<file path="src/rtl/flow_pkg.sv">
package flow_pkg;
    localparam int XLEN  = 32;
    localparam int RIDX  = 5;
    localparam int OPW   = 6;
    localparam int IMMW  = 16;
    localparam int JTW   = 26;
    localparam int INSTB = 4;   // bytes per instruction

    localparam logic [OPW-1:0] OP_SPECIAL = 6'b000000;
    localparam logic [OPW-1:0] OP_REGIMM  = 6'b000001;
    localparam logic [OPW-1:0] OP_JMP     = 6'b000010;
    localparam logic [OPW-1:0] OP_JMPL    = 6'b000011;
    localparam logic [OPW-1:0] OP_EQ      = 6'b000100;
    localparam logic [OPW-1:0] OP_NE      = 6'b000101;
    localparam logic [OPW-1:0] OP_LEZ     = 6'b000110;
    localparam logic [OPW-1:0] OP_GTZ     = 6'b000111;

    localparam logic [5:0] FN_JREG  = 6'b001000;
    localparam logic [5:0] FN_JREGL = 6'b001001;

    localparam logic [RIDX-1:0] SUB_LTZ = 5'b00000;
    localparam logic [RIDX-1:0] SUB_GEZ = 5'b00001;
    localparam logic [RIDX-1:0] RA_IDX  = 5'd31;

    typedef enum logic [3:0] {
        XK_SEQ, XK_EQ, XK_NE, XK_LEZ, XK_GTZ, XK_LTZ, XK_GEZ,
        XK_JMP, XK_JMPL, XK_JREG, XK_JREGL
    } xfer_kind_e;

    typedef struct packed {
        xfer_kind_e      kind;
        logic            bad;
        logic [RIDX-1:0] link_idx;
    } xfer_dec_t;

    function automatic logic [XLEN-1:0] branch_offset(input logic [IMMW-1:0] imm);
        return {{(XLEN-IMMW-2){imm[IMMW-1]}}, imm, 2'b00};
    endfunction

    function automatic logic is_call(input xfer_kind_e k);
        return (k == XK_JMPL) || (k == XK_JREGL);
    endfunction
endpackage

</file>
<file path="src/rtl/xfer_decode.sv">
module xfer_decode
    import flow_pkg::*;
(
    input  logic [XLEN-1:0] instr,
    output xfer_dec_t       dec
);
    logic [OPW-1:0]  op;
    logic [RIDX-1:0] f_rt, f_rd, f_sh;
    logic [5:0]      fn;

    assign op   = instr[31:26];
    assign f_rt = instr[20:16];
    assign f_rd = instr[15:11];
    assign f_sh = instr[10:6];
    assign fn   = instr[5:0];

    always_comb begin
        dec.kind     = XK_SEQ;
        dec.bad      = 1'b0;
        dec.link_idx = RA_IDX;
        unique case (op)
            OP_SPECIAL: begin
                if (fn == FN_JREG) begin
                    if (f_rt == '0 && f_rd == '0 && f_sh == '0) dec.kind = XK_JREG;
                    else                                       dec.bad  = 1'b1;
                end else if (fn == FN_JREGL) begin
                    if (f_rt == '0 && f_sh == '0) begin
                        dec.kind     = XK_JREGL;
                        dec.link_idx = f_rd;
                    end else begin
                        dec.bad = 1'b1;
                    end
                end
            end
            OP_REGIMM: begin
                if      (f_rt == SUB_LTZ) dec.kind = XK_LTZ;
                else if (f_rt == SUB_GEZ) dec.kind = XK_GEZ;
                else                      dec.bad  = 1'b1;
            end
            OP_LEZ:  if (f_rt == '0) dec.kind = XK_LEZ; else dec.bad = 1'b1;
            OP_GTZ:  if (f_rt == '0) dec.kind = XK_GTZ; else dec.bad = 1'b1;
            OP_EQ:   dec.kind = XK_EQ;
            OP_NE:   dec.kind = XK_NE;
            OP_JMP:  dec.kind = XK_JMP;
            OP_JMPL: dec.kind = XK_JMPL;
            default: dec.kind = XK_SEQ;
        endcase
    end
endmodule

</file>
<file path="src/rtl/xfer_cond.sv">
module xfer_cond
    import flow_pkg::*;
(
    input  xfer_kind_e      kind,
    input  logic [XLEN-1:0] a,
    input  logic [XLEN-1:0] b,
    output logic            taken
);
    logic neg, zero;
    assign neg  = a[XLEN-1];
    assign zero = (a == '0);

    always_comb begin
        unique case (kind)
            XK_EQ:  taken = (a == b);
            XK_NE:  taken = (a != b);
            XK_LEZ: taken = neg | zero;
            XK_GTZ: taken = !neg && !zero;
            XK_LTZ: taken = neg;
            XK_GEZ: taken = !neg;
            XK_JMP, XK_JMPL, XK_JREG, XK_JREGL: taken = 1'b1;
            default: taken = 1'b0;
        endcase
    end
endmodule

</file>
<file path="src/rtl/xfer_target.sv">
module xfer_target
    import flow_pkg::*;
(
    input  logic [XLEN-1:0] pc,
    input  logic [XLEN-1:0] instr,
    input  logic [XLEN-1:0] rs_val,
    input  xfer_dec_t       dec,
    input  logic            taken,
    output logic [XLEN-1:0] npc,
    output logic            lwe,
    output logic [RIDX-1:0] lidx,
    output logic [XLEN-1:0] lval
);
    logic [XLEN-1:0] seq_pc, br_pc, jmp_pc;

    assign seq_pc = pc + XLEN'(INSTB);
    assign br_pc  = seq_pc + branch_offset(instr[IMMW-1:0]);
    assign jmp_pc = {seq_pc[XLEN-1:JTW+2], instr[JTW-1:0], 2'b00};

    always_comb begin
        npc = seq_pc;
        if (taken) begin
            unique case (dec.kind)
                XK_JREG, XK_JREGL: npc = rs_val;
                XK_JMP, XK_JMPL:   npc = jmp_pc;
                default:           npc = br_pc;
            endcase
        end
    end

    assign lwe  = is_call(dec.kind) && (dec.link_idx != '0);
    assign lidx = dec.link_idx;
    assign lval = seq_pc;
endmodule

</file>
<file path="src/rtl/flow_redirect_unit.sv">
module flow_redirect_unit
    import flow_pkg::*;
#(
    parameter logic [XLEN-1:0] RESET_PC = 32'hBFC0_0000
) (
    input  logic            clk,
    input  logic            rst,
    input  logic [XLEN-1:0] instr,
    input  logic [XLEN-1:0] rs_val,
    input  logic [XLEN-1:0] rt_val,
    output logic [XLEN-1:0] pc_q,
    output logic [XLEN-1:0] next_pc,
    output logic            link_we,
    output logic [RIDX-1:0] link_idx,
    output logic [XLEN-1:0] link_val,
    output logic            illegal
);
    xfer_dec_t dec;
    logic      taken;

    xfer_decode u_dec (.instr(instr), .dec(dec));

    xfer_cond u_cond (.kind(dec.kind), .a(rs_val), .b(rt_val), .taken(taken));

    xfer_target u_tgt (
        .pc(pc_q), .instr(instr), .rs_val(rs_val), .dec(dec), .taken(taken),
        .npc(next_pc), .lwe(link_we), .lidx(link_idx), .lval(link_val)
    );

    assign illegal = dec.bad;

    always_ff @(posedge clk) begin
        if (rst) pc_q <= RESET_PC;
        else     pc_q <= next_pc;
    end

    assert_reset_pc_R1: assert property (@(posedge clk) rst |=> pc_q == RESET_PC);

    assert_pc_follows_R1: assert property (@(posedge clk) disable iff (rst)
        1'b1 |=> pc_q == $past(next_pc));

    assert_bad_falls_through_R11: assert property (@(posedge clk) disable iff (rst)
        illegal |-> (next_pc == pc_q + 32'd4) && !link_we);

    assert_no_zero_link_R10: assert property (@(posedge clk) disable iff (rst)
        link_we |-> link_idx != '0);

    assert_link_value_R7: assert property (@(posedge clk) disable iff (rst)
        link_we |-> link_val == pc_q + 32'd4);

    assert_jreg_nolink_R8: assert property (@(posedge clk) disable iff (rst)
        (instr[31:26] == OP_SPECIAL && instr[5:0] == FN_JREG) |-> !link_we);

    assert_plain_seq_R2: assert property (@(posedge clk) disable iff (rst)
        (instr[31:26] > OP_GTZ) |-> (next_pc == pc_q + 32'd4) && !illegal && !link_we);
endmodule

</file>
<file path="config.mk">
export PLATFORM = sky130hd
export DESIGN_NAME = flow_redirect_unit
export DESIGN_NICKNAME = d
export VERILOG_FILES = /design/src/rtl/flow_pkg.sv /design/src/rtl/xfer_decode.sv /design/src/rtl/xfer_cond.sv /design/src/rtl/xfer_target.sv /design/src/rtl/flow_redirect_unit.sv
export SDC_FILE = /design/constraint.sdc
export NUM_CORES = 1
export LEC_CHECK = 0
export BUFFER_PORTS_ARGS = -buffer_cell sky130_fd_sc_hd__buf_2
export CAP_MARGIN = 20
export CORE_ASPECT_RATIO = 2
export CORE_UTILIZATION = 54
export CTS_CLUSTER_SIZE = 14
export DETAILED_ROUTE_END_ITERATION = 8
export PLACE_DENSITY = 0.89
export SLEW_MARGIN = 40
export SYNTH_ARGS = -nofsm -noshare
export SYNTH_HDL_FRONTEND = slang
export SYNTH_SLANG_ARGS = --single-unit
</file>
<file path="constraint.sdc">
create_clock -name clk -period 7.6 [get_ports clk]
set_clock_uncertainty 0.1 [all_clocks]
set_input_delay 1.14 -clock clk [delete_from_list [all_inputs] [get_ports clk]]
set_output_delay 1.14 -clock clk [all_outputs]
set_load 0.02 [all_outputs]
</file>
== Word level (Yosys, flattened, before mapping) ==
Cells that the tools add are included.
Word-level totals
  register bits after elaboration: 32
  word-level logic and storage cells: 65
Cells by class
  add/subtract/negate cells: 2
  eq/ne operators: 22
  multiplexer cells: 21
  bitwise operators: 1
  reduce and logical (&&, ||, !) cells: 18
Operators by type and width (number)
  $pmux 32 s2: 1
  $add 32x3->32 const B: 1
  $add 32x32->32: 1
  $eq 32x32->1: 1
  $logic_not 32->1: 1
  $mux 32: 1
  $ne 32x32->1: 1
  $pmux 4 s8: 1
  $eq 6x3->1 const B: 4
  $mux 5: 4
  $eq 4x3->1 const B: 4
  $logic_not 5->1: 3
  $eq 4x4->1 const B: 3
  $eq 6x2->1 const B: 2
  $eq 6x4->1 const B: 2
  $mux 4: 3
  $mux 10: 1
  $eq 4x2->1 const B: 2
  $pmux 1 s7: 1
  $eq 6x1->1 const B: 1
  $logic_not 6->1: 1
  $mux 3: 2
  $reduce_or 2->1: 3
  $eq 5x1->1 const B: 1
  other kinds (10): 19

== Longest topological paths before layout ==
  depth in word-level cells: 10
  depth in mapped cells: 18
  depth with buffers taken out: 17

== By module ==
A second synthesis with hierarchy kept.
Unflattened totals
  cells, all modules: 650
  area total of the unflattened synthesis: 4989.8 µm²
By module, submodules not included
  xfer_target: times used 1, cells an instance 463, area an instance 3260.6 µm², seq. area each 0.0 µm²
  flow_redirect_unit: times used 1, cells an instance 67, area an instance 862.1 µm², seq. area each 640.6 µm²
  xfer_cond: times used 1, cells an instance 73, area an instance 549.3 µm², seq. area each 0.0 µm²
  xfer_decode: times used 1, cells an instance 47, area an instance 317.8 µm², seq. area each 0.0 µm²

== Least setup slack after synthesis ==
OpenSTA, ideal clock, no wires.
  path kind: reg-to-output
  start point: register pc_q[2]
  end point: output next_pc[30]
  data arrival time: 4677 ps
  slack: 1683 ps
  stages on the path, launching flop included: 19
  path through: dfxtp_1 -> ha_1 -> nand3_1 -> or3_1 -> or3_1 -> nor2_1 -> xnor2_1 -> inv_1 -> ha_1 -> clkbuf_1 -> and4_1 -> and3_1 -> nand2_1 -> or3_1 -> o2111ai_1 -> nor3b_1 -> mux2i_1 -> nor3_1 -> a211oi_1
Between the ends
  word-level cells in the longest chain between the ends: 4
Ends and longest elaborated chain
  start: declaration: line flow_redirect_unit.sv:11  | output logic [XLEN-1:0] pc_q,
  start signal: assignment: line flow_redirect_unit.sv:34  | else pc_q <= next_pc;
  $add 32x3->32: line xfer_target.sv:16  | assign seq_pc = pc + XLEN'(INSTB);
  via link_val[24]: line flow_redirect_unit.sv:15  | output logic [XLEN-1:0] link_val,
  $add 32x32->32: line xfer_target.sv:17  | assign br_pc = seq_pc + branch_offset(instr[IMMW-1:0]);
  $pmux 32 s2: line xfer_target.sv:23  | unique case (dec.kind)
  $mux 32: line xfer_target.sv:22  | if (taken) begin
  end: declaration: line flow_redirect_unit.sv:12  | output logic [XLEN-1:0] next_pc,
The timed path passes the listed nets, and every way through them passes these cells.

== Final worst setup path ==
  start point: register pc_q[2]
  end point: output next_pc[30]
Between the ends
  word-level cells in the longest chain between the ends: 4
Ends and longest elaborated chain (line)
  $add 32x3->32 (*): xfer_target.sv:16
  $add 32x32->32: xfer_target.sv:17
  $pmux 32 s2: xfer_target.sv:23
  $mux 32 (*): xfer_target.sv:22
Mark *: on every way between the ends. The rest lies on a longest branch, timed or not.

==> results.json <==
{
  "switching_share_pct": 39.6,
  "min_path_type": "register to register",
  "totalWireLength_microns": 20400,
  "cp.arrival_ns": 5.20,
  "syn_inst": 606,
  "reg2regPathDepth": 17,
  "synth.avg_cell_area_sq_um": 7.79,
  "top_register": "pc_q",
  "rows": 47,
  "fillers": 701,
  "dpl-instance-area_sq_um": 5770,
  "grt_pass1_vias": 5962,
  "switchingPower_uw": 291,
  "synth_edf_count": 0,
  "cts_resized": 0,
  "pin_count": 201,
  "worst_slew_margin_rel_pct": 47.4,
  "synth_compound_area_share_pct": 26.1,
  "hold_viol": 0,
  "grt_first_pass_wirelength_microns": 31200,
  "rsz0062_at_grt": "no",
  "power_density_nw_per_um2": 124,
  "gp_congestion": 1.01,
  "min_path_cells": 2,
  "max-clock-path-buffers": 2,
  "cts.sinks": 32,
  "netlist_area_sq_um": 4720,
  "synthSimpleGateAreaFrac_pct": 25.9,
  "final_area_sq_um": 5930,
  "fin_crit_ns": 6.44,
  "grt_usage_pct": 46.8,
  "synth_area_leaders": "dfxtp_1 (14%), xnor2_1 (12%), ha_1 (8.0%)",
  "clock_latency_ns": 0.29,
  "antenna_found_initial": 0,
  "yosys.cell_types.count": 72,
  "async_reset_ff_share_pct": 0,
  "start_kind": "register",
  "crit_fanout": 9,
  "post_drt_wl_per_cell_microns": 22.9,
  "worst_pin_slew_ns": 0.789,
  "ys.flop_type": "dfxtp_1",
  "drt_iter0_drc": 493,
  "die_h_microns": 134,
  "portBuffers": 200,
  "largest_register_ffs": 32,
  "max_cap_viol_count": 0,
  "final_layout_size_suffix_gt1_share_pct": 32.3,
  "fin_crit_sh_pct": 84.7,
  "grt_max_degree": 30,
  "ys_seq_area_share_pct": 13.6,
  "synth.area.mux_share_pct": 7.40,
  "cts_tree": "done",
  "die_w_microns": 68.1,
  "dieArea_sq_um": 9140,
  "clockPowerShare_pct": 29.8,
  "pwr-share-comb_pct": 45.2,
  "status": "complete, no violations",
  "seqPwrFrac_pct": 25.0,
  "grt_overflow": 0,
  "criticalPathCategory": "register to primary output",
  "r2r_start": "pc_q[2]",
  "start_util_pct": 56.5,
  "synthXorXnorAreaFrac_pct": 14.9,
  "reg2reg_slack_ns": 2.71,
  "htreeDepth": 2,
  "largest_registers": "pc_q x32",
  "cts_buffers": 5,
  "drt-pass1-iter-count": 6,
  "synthAdderAreaFrac_pct": 8.38,
  "fin_setup_tns_ns": 0,
  "drc": 0,
  "synth_top_area_share_pct": 13.6,
  "crit_required_ns": 6.36,
  "antenna_cells": 0,
  "cts.clk_slew.worst_paths_ns": 0.05,
  "drv_slew": 0,
  "synth_area_leader_cell": "dfxtp_1",
  "vias": 5941,
  "peakVddDrop_uv": 98.8,
  "setup_viol_count_final": 0,
  "timing.rr.end": "pc_q[28]",
  "fmax_mhz": 155,
  "yosysWarnings": 0,
  "viasPerCell": 6.65,
  "p_int_uw": 443,
  "synth_top_family_by_area": "compound AO/OA/AOI/OAI gates",
  "end_kind": "primary output",
  "cts_setup_buffers": 0,
  "layout.nets": 924,
  "ys_ff_latch": 32,
  "cts_hold_buf": 0,
  "p_leak_uw": 0.00282,
  "min_to": "pc_q[2]",
  "coreArea_sq_um": 8350,
  "synth_nets": 735,
  "hold_start": "pc_q[2]",
  "area_delta_synth_final_pct": 25.7,
  "dp_hpwl_microns": 16200,
  "cts_root_buf": "clkbuf_16",
  "ant_nets": 0
}
-- power groups by stage --
stage | clock (uW) | sequential, uW | combinational [uW]
2_1_floorplan | 0 | 194 | 196
6_report | 219 | 183 | 332
5_1_grt | 225 | 184 | 355
4_1_cts | 218 | 183 | 324
3_3_place_gp | 0 | 186 | 318
3_5_place_dp | 0 | 187 | 322
-- synth_stat cells, drive strengths merged, types with 6 or more instances --
library cell / count
buf: 6
nor2: 37
a22oi: 24
dfxtp: 32
nor3: 15
o211ai: 9
clkbuf: 17
nand2: 45
xor2: 17
o21ai: 39
and2: 25
a21o: 17
a22o: 6
mux2i: 9
or3: 8
xnor2: 63
nor4: 13
mux2: 19
nand4: 16
ha: 30
a21oi: 26
and3: 12
or2: 9
nand3: 20
inv: 17
-- layout by cell type, fill, tap and decap left out, types with 4 or more instances in the layout --
master,n
a211oi_1,4
a21o_1,17
a21oi_1,26
a22o_1,6
a22oi_1,24
a31oi_1,5
and2_1,23
and3_1,12
buf_2,200
buf_4,5
clkbuf_16,5
dfxtp_1,32
ha_1,30
inv_1,16
mux2_2,7
mux2_4,12
mux2i_1,9
nand2_1,45
nand3_1,20
nand4_1,15
nor2_1,35
nor3_1,12
nor4_1,12
o211ai_1,9
o21ai_0,38
or2_2,7
or3_1,8
xnor2_1,63
xor2_1,17
-- cell type report --
class	instances	area (sq um)	area share, %
Timing Repair Buffer	205	1040	17.5
Inverter	17	63.8	1.08
Sequential cell	32	641	10.8
Multi-Input combinational cell	534	3910	66.0
Clock buffer	7	153	2.57
Tap cell	98	123	2.07
-- kinds of logic after synthesis --
kind of cell / count (synthesis)
adders and majority gates: 31
and+or+nand+nor: 219
DFF: 32
xor gates and xnor gates: 80
AOI/OAI and AO/OA: 176
muxes: 28
buffers and inverters: 40
-- critical path: stages, from the launching register on --
cell,delay (ns)
dfxtp_1,0.39
ha_1,0.35
nand3_1,0.18
or3_1,0.48
or3_1,0.46
nor2_1,0.14
xnor2_1,0.19
inv_1,0.10
ha_1,0.44
and4_1,0.28
and3_1,0.19
nand2_1,0.06
or3_1,0.34
o2111ai_1,0.21
nor3b_1,0.26
mux2i_1,0.21
nor3_1,0.09
a211oi_1,0.29
buf_2,0.23
-- worst max-delay path by stage --
stage	end	startpoint	cells after the start
detailed placement	next_pc[30]	pc_q[2]	18
floorplan	next_pc[30]	pc_q[2]	18
global placement	next_pc[30]	pc_q[2]	18
finish	next_pc[30]	pc_q[2]	18
global route	next_pc[30]	pc_q[2]	18
CTS	next_pc[30]	pc_q[2]	18
-- metrics by stage --
step	setup slack, ns	hold WS, ns	power [uW]	utilization, %	cells
finish	1.16	0.564	735	71.0	893
global route	0.890	0.622	764	71.0	893
floorplan	1.68	0.671	390	-	606
CTS	1.27	0.572	725	70.9	893
detailed placement	1.58	0.553	508	69.1	886
global placement	1.63	0.521	504	69.0	886
-- routing by layer --
layer  vias to the layer above  wire length (microns)  share of wire, %  GRT usage (%)
met5                         -                      0                 0           2.50
met3                       130                   1710               8.4           14.7
met1                      2760                   6330                31           42.6
met4                         0                   1930               9.5           42.2
li1                       2659                      -                 -              -
met2                       392                  10500                51           77.6
Power figures use the tool's default switching activity.
